--- src/rtl/afd_pkg.sv ---
package afd_pkg;

  typedef enum logic [2:0] {
    IDX_TXDATA = 3'd0,
    IDX_RXDATA = 3'd1,
    IDX_CTRL   = 3'd2,
    IDX_STAT   = 3'd3,
    IDX_DMA    = 3'd4,
    IDX_TXCNT  = 3'd5,
    IDX_RXCNT  = 3'd6
  } afd_idx_e;

  localparam int BIT_TX_FLUSH = 25;
  localparam int BIT_RX_FLUSH = 24;
  localparam int BIT_TX_DRQ   = 7;
  localparam int BIT_RX_DRQ   = 3;
  localparam int BIT_TX_MODE  = 2;

  // Free entries are enough for one whole burst.
  function automatic logic room_for_burst(int lvl, int depth, int burst);
    return (depth - lvl) >= burst;
  endfunction

  // Held entries are enough for one whole burst.
  function automatic logic data_for_burst(int lvl, int burst);
    return lvl >= burst;
  endfunction

endpackage

--- src/rtl/afd_fifo.sv ---
module afd_fifo #(
  parameter int DATA_W = 32,
  parameter int DEPTH  = 8,
  localparam int IW    = (DEPTH > 1) ? $clog2(DEPTH) : 1,
  localparam int LVL_W = $clog2(DEPTH + 1)
) (
  input  logic              clk,
  input  logic              rst_n,
  input  logic              flush,
  input  logic              push,
  input  logic [DATA_W-1:0] push_data,
  input  logic              pop,
  output logic [DATA_W-1:0] head,
  output logic [LVL_W-1:0]  level,
  output logic              empty,
  output logic              full,
  output logic              ovf,
  output logic              unf,
  output logic              push_ok,
  output logic              pop_ok
);

  logic [DATA_W-1:0] mem [DEPTH];
  logic [IW-1:0]     wr_idx, rd_idx;
  logic [LVL_W-1:0]  count;

  function automatic logic [IW-1:0] step(logic [IW-1:0] idx);
    return (idx == IW'(DEPTH - 1)) ? '0 : idx + 1'b1;
  endfunction

  assign empty   = (count == '0);
  assign full    = (count == LVL_W'(DEPTH));
  assign push_ok = push && !full && !flush;
  assign pop_ok  = pop && !empty && !flush;
  assign head    = mem[rd_idx];
  assign level   = count;

  always_ff @(posedge clk) begin
    if (push_ok) mem[wr_idx] <= push_data;
  end

  always_ff @(posedge clk) begin
    if (!rst_n || flush) begin
      wr_idx <= '0;
      rd_idx <= '0;
      count  <= '0;
      ovf    <= 1'b0;
      unf    <= 1'b0;
    end else begin
      if (push_ok) wr_idx <= step(wr_idx);
      if (pop_ok)  rd_idx <= step(rd_idx);
      case ({push_ok, pop_ok})
        2'b10:   count <= count + 1'b1;
        2'b01:   count <= count - 1'b1;
        default: count <= count;
      endcase
      if (push && full) ovf <= 1'b1;
      if (pop && empty) unf <= 1'b1;
    end
  end

endmodule

--- src/rtl/afd_counter.sv ---
module afd_counter #(
  parameter int CNT_W = 32
) (
  input  logic             clk,
  input  logic             rst_n,
  input  logic             clr,
  input  logic             inc,
  output logic [CNT_W-1:0] value
);

  always_ff @(posedge clk) begin
    if (!rst_n || clr) value <= '0;
    else if (inc)      value <= value + 1'b1;
  end

endmodule

--- src/rtl/audio_fifo_dma.sv ---
module audio_fifo_dma #(
  parameter int DATA_W = 32,
  parameter int DEPTH  = 8,
  parameter int BURST  = 4,
  parameter int CNT_W  = 32,
  localparam int LVL_W = $clog2(DEPTH + 1)
) (
  input  logic              clk,
  input  logic              rst_n,
  input  logic              bus_wr,
  input  logic              bus_rd,
  input  logic [2:0]        bus_addr,
  input  logic [DATA_W-1:0] bus_wdata,
  output logic [DATA_W-1:0] bus_rdata,
  input  logic              tx_take,
  output logic [DATA_W-1:0] tx_sample,
  output logic              tx_ready,
  input  logic              rx_put,
  input  logic [DATA_W-1:0] rx_sample,
  output logic              tx_dreq,
  output logic              rx_dreq,
  output logic              tx_align_mode,
  output logic [1:0]        rx_align_mode
);
  import afd_pkg::*;

  logic tx_flush_q, rx_flush_q, tx_drq_en, rx_drq_en;
  logic [LVL_W-1:0] tx_lvl, rx_lvl;
  logic tx_empty, tx_full, rx_empty, rx_full;
  logic tx_ovf, tx_unf, rx_ovf, rx_unf;
  logic tx_push_ok, tx_pop_ok, rx_push_ok, rx_pop_ok;
  logic [DATA_W-1:0] rx_head;
  logic [CNT_W-1:0]  tx_cnt, rx_cnt;

  // named bus events
  logic wr_txdata, wr_ctrl, wr_dma, clr_txcnt, clr_rxcnt, rd_rxdata;
  assign wr_txdata = bus_wr && (bus_addr == IDX_TXDATA);
  assign wr_ctrl   = bus_wr && (bus_addr == IDX_CTRL);
  assign wr_dma    = bus_wr && (bus_addr == IDX_DMA);
  assign clr_txcnt = bus_wr && (bus_addr == IDX_TXCNT) && (bus_wdata == '0);
  assign clr_rxcnt = bus_wr && (bus_addr == IDX_RXCNT) && (bus_wdata == '0);
  assign rd_rxdata = bus_rd && (bus_addr == IDX_RXDATA);

  afd_fifo #(.DATA_W(DATA_W), .DEPTH(DEPTH)) u_tx_fifo (
    .clk(clk), .rst_n(rst_n), .flush(tx_flush_q),
    .push(wr_txdata), .push_data(bus_wdata), .pop(tx_take),
    .head(tx_sample), .level(tx_lvl), .empty(tx_empty), .full(tx_full),
    .ovf(tx_ovf), .unf(tx_unf), .push_ok(tx_push_ok), .pop_ok(tx_pop_ok)
  );

  afd_fifo #(.DATA_W(DATA_W), .DEPTH(DEPTH)) u_rx_fifo (
    .clk(clk), .rst_n(rst_n), .flush(rx_flush_q),
    .push(rx_put), .push_data(rx_sample), .pop(rd_rxdata),
    .head(rx_head), .level(rx_lvl), .empty(rx_empty), .full(rx_full),
    .ovf(rx_ovf), .unf(rx_unf), .push_ok(rx_push_ok), .pop_ok(rx_pop_ok)
  );

  afd_counter #(.CNT_W(CNT_W)) u_tx_cnt (
    .clk(clk), .rst_n(rst_n), .clr(clr_txcnt), .inc(tx_pop_ok), .value(tx_cnt)
  );

  afd_counter #(.CNT_W(CNT_W)) u_rx_cnt (
    .clk(clk), .rst_n(rst_n), .clr(clr_rxcnt), .inc(rx_push_ok), .value(rx_cnt)
  );

  // control: flush bits live for one cycle only
  always_ff @(posedge clk) begin
    if (!rst_n) begin
      tx_flush_q    <= 1'b0;
      rx_flush_q    <= 1'b0;
      tx_align_mode <= 1'b0;
      rx_align_mode <= 2'b00;
      tx_drq_en     <= 1'b0;
      rx_drq_en     <= 1'b0;
    end else begin
      tx_flush_q <= wr_ctrl && bus_wdata[BIT_TX_FLUSH];
      rx_flush_q <= wr_ctrl && bus_wdata[BIT_RX_FLUSH];
      if (wr_ctrl) begin
        tx_align_mode <= bus_wdata[BIT_TX_MODE];
        rx_align_mode <= bus_wdata[1:0];
      end
      if (wr_dma) begin
        tx_drq_en <= bus_wdata[BIT_TX_DRQ];
        rx_drq_en <= bus_wdata[BIT_RX_DRQ];
      end
    end
  end

  assign tx_ready = !tx_empty;
  assign tx_dreq  = tx_drq_en && room_for_burst(int'(tx_lvl), DEPTH, BURST);
  assign rx_dreq  = rx_drq_en && data_for_burst(int'(rx_lvl), BURST);

  logic [DATA_W-1:0] rd_mux;
  always_comb begin
    rd_mux = '0;
    case (bus_addr)
      IDX_RXDATA: rd_mux = rx_empty ? '0 : rx_head;
      IDX_CTRL: begin
        rd_mux[BIT_TX_FLUSH] = tx_flush_q;
        rd_mux[BIT_RX_FLUSH] = rx_flush_q;
        rd_mux[BIT_TX_MODE]  = tx_align_mode;
        rd_mux[1:0]          = rx_align_mode;
      end
      IDX_STAT: begin
        rd_mux[31]   = tx_ovf;
        rd_mux[30]   = tx_unf;
        rd_mux[29]   = rx_ovf;
        rd_mux[28]   = rx_unf;
        rd_mux[15:8] = 8'(tx_lvl);
        rd_mux[7:0]  = 8'(rx_lvl);
      end
      IDX_DMA: begin
        rd_mux[BIT_TX_DRQ] = tx_drq_en;
        rd_mux[BIT_RX_DRQ] = rx_drq_en;
      end
      IDX_TXCNT: rd_mux = DATA_W'(tx_cnt);
      IDX_RXCNT: rd_mux = DATA_W'(rx_cnt);
      default:   rd_mux = '0;
    endcase
  end

  always_ff @(posedge clk) begin
    if (!rst_n)      bus_rdata <= '0;
    else if (bus_rd) bus_rdata <= rd_mux;
  end

endmodule

--- config.mk ---
export PLATFORM = sky130hd
export DESIGN_NAME = audio_fifo_dma
export DESIGN_NICKNAME = d
export VERILOG_FILES = /design/src/rtl/afd_pkg.sv /design/src/rtl/afd_fifo.sv /design/src/rtl/afd_counter.sv /design/src/rtl/audio_fifo_dma.sv
export SDC_FILE = /design/constraint.sdc
export NUM_CORES = 1
export LEC_CHECK = 0
export BUFFER_PORTS_ARGS = -buffer_cell sky130_fd_sc_hd__buf_2
export CAP_MARGIN = 30
export CORE_MARGIN = 10
export CORE_UTILIZATION = 55
export CTS_CLUSTER_DIAMETER = 60
export DETAILED_ROUTE_END_ITERATION = 8
export GPL_ROUTABILITY_DRIVEN = 1
export PLACE_DENSITY = 0.86
export RECOVER_POWER = 50
export SYNTH_ARGS = -nofsm -noshare
export SYNTH_HDL_FRONTEND = slang
export SYNTH_SLANG_ARGS = --single-unit
--- constraint.sdc ---
create_clock -name clk -period 5.5 [get_ports clk]
set_input_delay 1.1 -clock clk [delete_from_list [all_inputs] [get_ports clk]]
set_output_delay 1.1 -clock clk [all_outputs]
set_load 0.005 [all_outputs]
==> out/qor.txt <==
fillers - 3127
Total Die Area - 0.0560 mm^2
Seq/Total Area, Yosys - 0.699
FF/Latch Area - 0.0180 mm^2
Max-cap violations - 4
Netlist cell types - 61
Hold Vio Cnt, Final - 0
setup TNS - 0 ns
failing checks - capacitance limit, slew limit
core area - 0.0465 mm^2
IO Port Bufs - 142
CP max FO - 37
Clock Sinks - 645
starting density of the core - 0.555
area leader, netlist - edfxtp_1
Critical Path RT - 4.40 ns
Worst R2R End - u_rx_fifo.level[2]
Leakage Power - 0.00932 uW
IO Pins - 143
multiplexer share of the synthesized area - 0.134
Synth Cell Area - 0.0258 mm^2
Die H - 237 um
Worst R2R Setup Slack - 1.51 ns
Worst Setup EP - tx_sample[8]
Clock Latency Late Sink - 0.63 ns
post-DR wirelength/cell - 25.6 um
Worst EP arrival - 3.01 ns
H-tree depth - 2
R2R Path Start - u_rx_fifo.level[0]
Synth Register Bits - 645
Synth area leaders - edfxtp_1 (60%), mux4_2 (11%), dfxtp_1 (10%)
Synth Area in Compound Gates - 0.0477
post-synthesis simple-gate area fraction - 0.0672
largest net degree at the start of global routing - 57
Final GP Congestion - 0.862
Die W - 237 um
top_reg_cell synth - edfxtp_1
Final Slew Violations - 118
CTS tree - yes
Area Overhead vs Synth - 13.2%
Worst-path clk slew - 0.06 ns
post-synthesis adder-cell area fraction - 0.00776
hold_ws - 0.490 ns
power density cells - 345 mW/mm^2
final setup vio count - 0
number of global-route vias before repair - 15100
Hold Crit Class - reg2reg
final worst path period need - 4.11 ns
status - complete, but fails checks
cts hold-fix bufs - 0
Slew HR - -0.623
unrepaired setup endpoints after global routing - false
measured slew at the worst slew-check pin - 2.43 ns
Worst setup SP type - register
final period utilization - 0.747
clock tree root driver cell - clkbuf_16
dpl hpwl - 36.4 mm
CP Capture Type - output port
GR Overflow Total - 0
first-pass GRT wire length - 92.2 mm
Synth top area share - 0.596
Register-to-Register Path Depth - 10
Net count, final - 1794
routed vias - 14900
post-synthesis cell count - 1555
largest family of logic cells by synthesized area - multiplexers
synthesized area per cell - 16.6 um^2
layout cell share with drive strength beyond 1 - 0.205
count leader, synth - edfxtp_1
post_cts resized - 0
DRT Pass-1 Iters - 6
final wirelength - 60.8 mm
deepest clock path buffer count - 3
fmax - 0.243 GHz
DR DRC count - 0
Multi-input gate area - 0.00731 mm^2
Avg Vias per Cell - 6.29
First DRT Iteration DRCs - 1893
crit path kind - reg2out
most instantiated cells after synthesis - edfxtp_1 (512), dfxtp_1 (133), mux4_2 (124)
xor/xnor share of the synthesized area - 0.0234
post-CTS setup buffer count - 0
Clock Skew - 0.0405 ns
Final ANT Viol Nets - 0
synth warn - 0
Final Util - 0.629
total CTS buffers - 60
Hold Crit Start - u_rx_fifo.ovf
# rows - 79
Total Routing Usage GR - 0.212
Post-Syn Nets - 1644
worst vdd ir - 0.329 mV
EDFF count, synth - 512
initial antenna violation count - 7
ys async rst share - 0
-- cells by family after synthesis --
logic type / after synthesis
xor gates and xnor gates: 69
muxes: 186
and+or+nand+nor: 313
DFF: 645
buffers and inverters: 122
AOI/OAI and AO/OA: 204
adders and majority gates: 16
-- flip-flops by register name, summed over array words and instances, names as in the netlist, named ones only --
name / cells
rx_align_mode: 2
u_rx_cnt.value: 32
rx_flush_q: 1
bus_rdata: 32
u_tx_fifo.rd_idx: 3
u_tx_cnt.value: 32
tx_align_mode: 1
u_tx_fifo.mem: 256
u_tx_fifo.wr_idx: 3
u_rx_fifo.mem: 256
tx_drq_en: 1
u_rx_fifo.level: 4
u_tx_fifo.ovf: 1
u_rx_fifo.ovf: 1
u_tx_fifo.unf: 1
u_rx_fifo.unf: 1
u_rx_fifo.wr_idx: 3
u_rx_fifo.rd_idx: 3
rx_drq_en: 1
u_tx_fifo.level: 4
tx_flush_q: 1
-- layout make-up --
type	instances	area share
clock inverter	32	0.0129
clock buffer	82	0.0567
multi-input combinational	788	0.250
inverter	37	0.00476
tap	607	0.0260
timing repair buffer	173	0.0304
antenna	8	0.000686
sequential	645	0.618
-- layer usage --
| metal | GRT usage | up-vias | wire length (um) |
|---|---|---|---|
| li1 | - | 6391 | - |
| met1 | 0.276 | 7608 | 22800 |
| met2 | 0.349 | 812 | 30400 |
| met3 | 0.0458 | 108 | 5890 |
| met4 | 0.0735 | 2 | 1730 |
| met5 | 0 | - | 13 |
-- worst max-delay path, stage by stage, from the launching register on --
cell and delay (ns):
dfxtp_2 1.01, buf_4 0.53, mux4_2 0.39, mux2_2 0.30, buf_2 0.14
-- cell usage in the layout, fill, tap and decap left out, types with 22 or more instances in the layout --
| cell | synthesis | final |
|---|---|---|
| nor2b_1 | 23 | 23 |
| nand2_1 | 35 | 35 |
| edfxtp_1 | 512 | 512 |
| clkbuf_16 | 0 | 61 |
| mux2i_1 | 30 | 30 |
| buf_2 | 25 | 43 |
| clkbuf_1 | 44 | 117 |
| buf_4 | 9 | 24 |
| a31oi_1 | 23 | 23 |
| xor2_1 | 47 | 47 |
| a21oi_1 | 58 | 58 |
| nor2_1 | 103 | 99 |
| inv_1 | 35 | 35 |
| dfxtp_1 | 133 | 128 |
| o21ai_0 | 71 | 71 |
| mux4_2 | 124 | 124 |
| mux2_2 | 32 | 32 |
| xnor2_1 | 22 | 22 |
| nand3_1 | 26 | 26 |
-- power by group --
part / internal (uW) / switching, uW
registers: 5320 / 55.3
clock network: 2440 / 1790
logic: 190 / 264
total: 7960 / 2110
-- worst min-delay path by stage --
stage                     cells after the start            endpoint  slack, ns
after global placement                        2  u_tx_cnt.value[31]       0.47
after CTS                                     2       u_rx_fifo.ovf       0.48
after global routing                          2       u_rx_fifo.ovf       0.51
after floorplan                               2       u_rx_fifo.ovf       0.44
final                                         2       u_rx_fifo.ovf       0.49
after detailed placement                      2       u_rx_fifo.ovf       0.46
-- per-stage QoR --
| stage | total power [uW] | instances | cell area (um^2) | setup slack, ns |
|---|---|---|---|---|
| floorplan | 5740 | 1555 | 25800 | 0.195 |
| global placement | 5910 | 2244 | 27200 | 1.81 |
| detailed placement | 5940 | 2250 | 27300 | 1.66 |
| CTS | 10100 | 2364 | 29300 | 1.35 |
| global route | 10300 | 2366 | 29200 | 1.15 |
| finish | 10100 | 2372 | 29200 | 1.39 |
(Power assumes the default switching activity.)
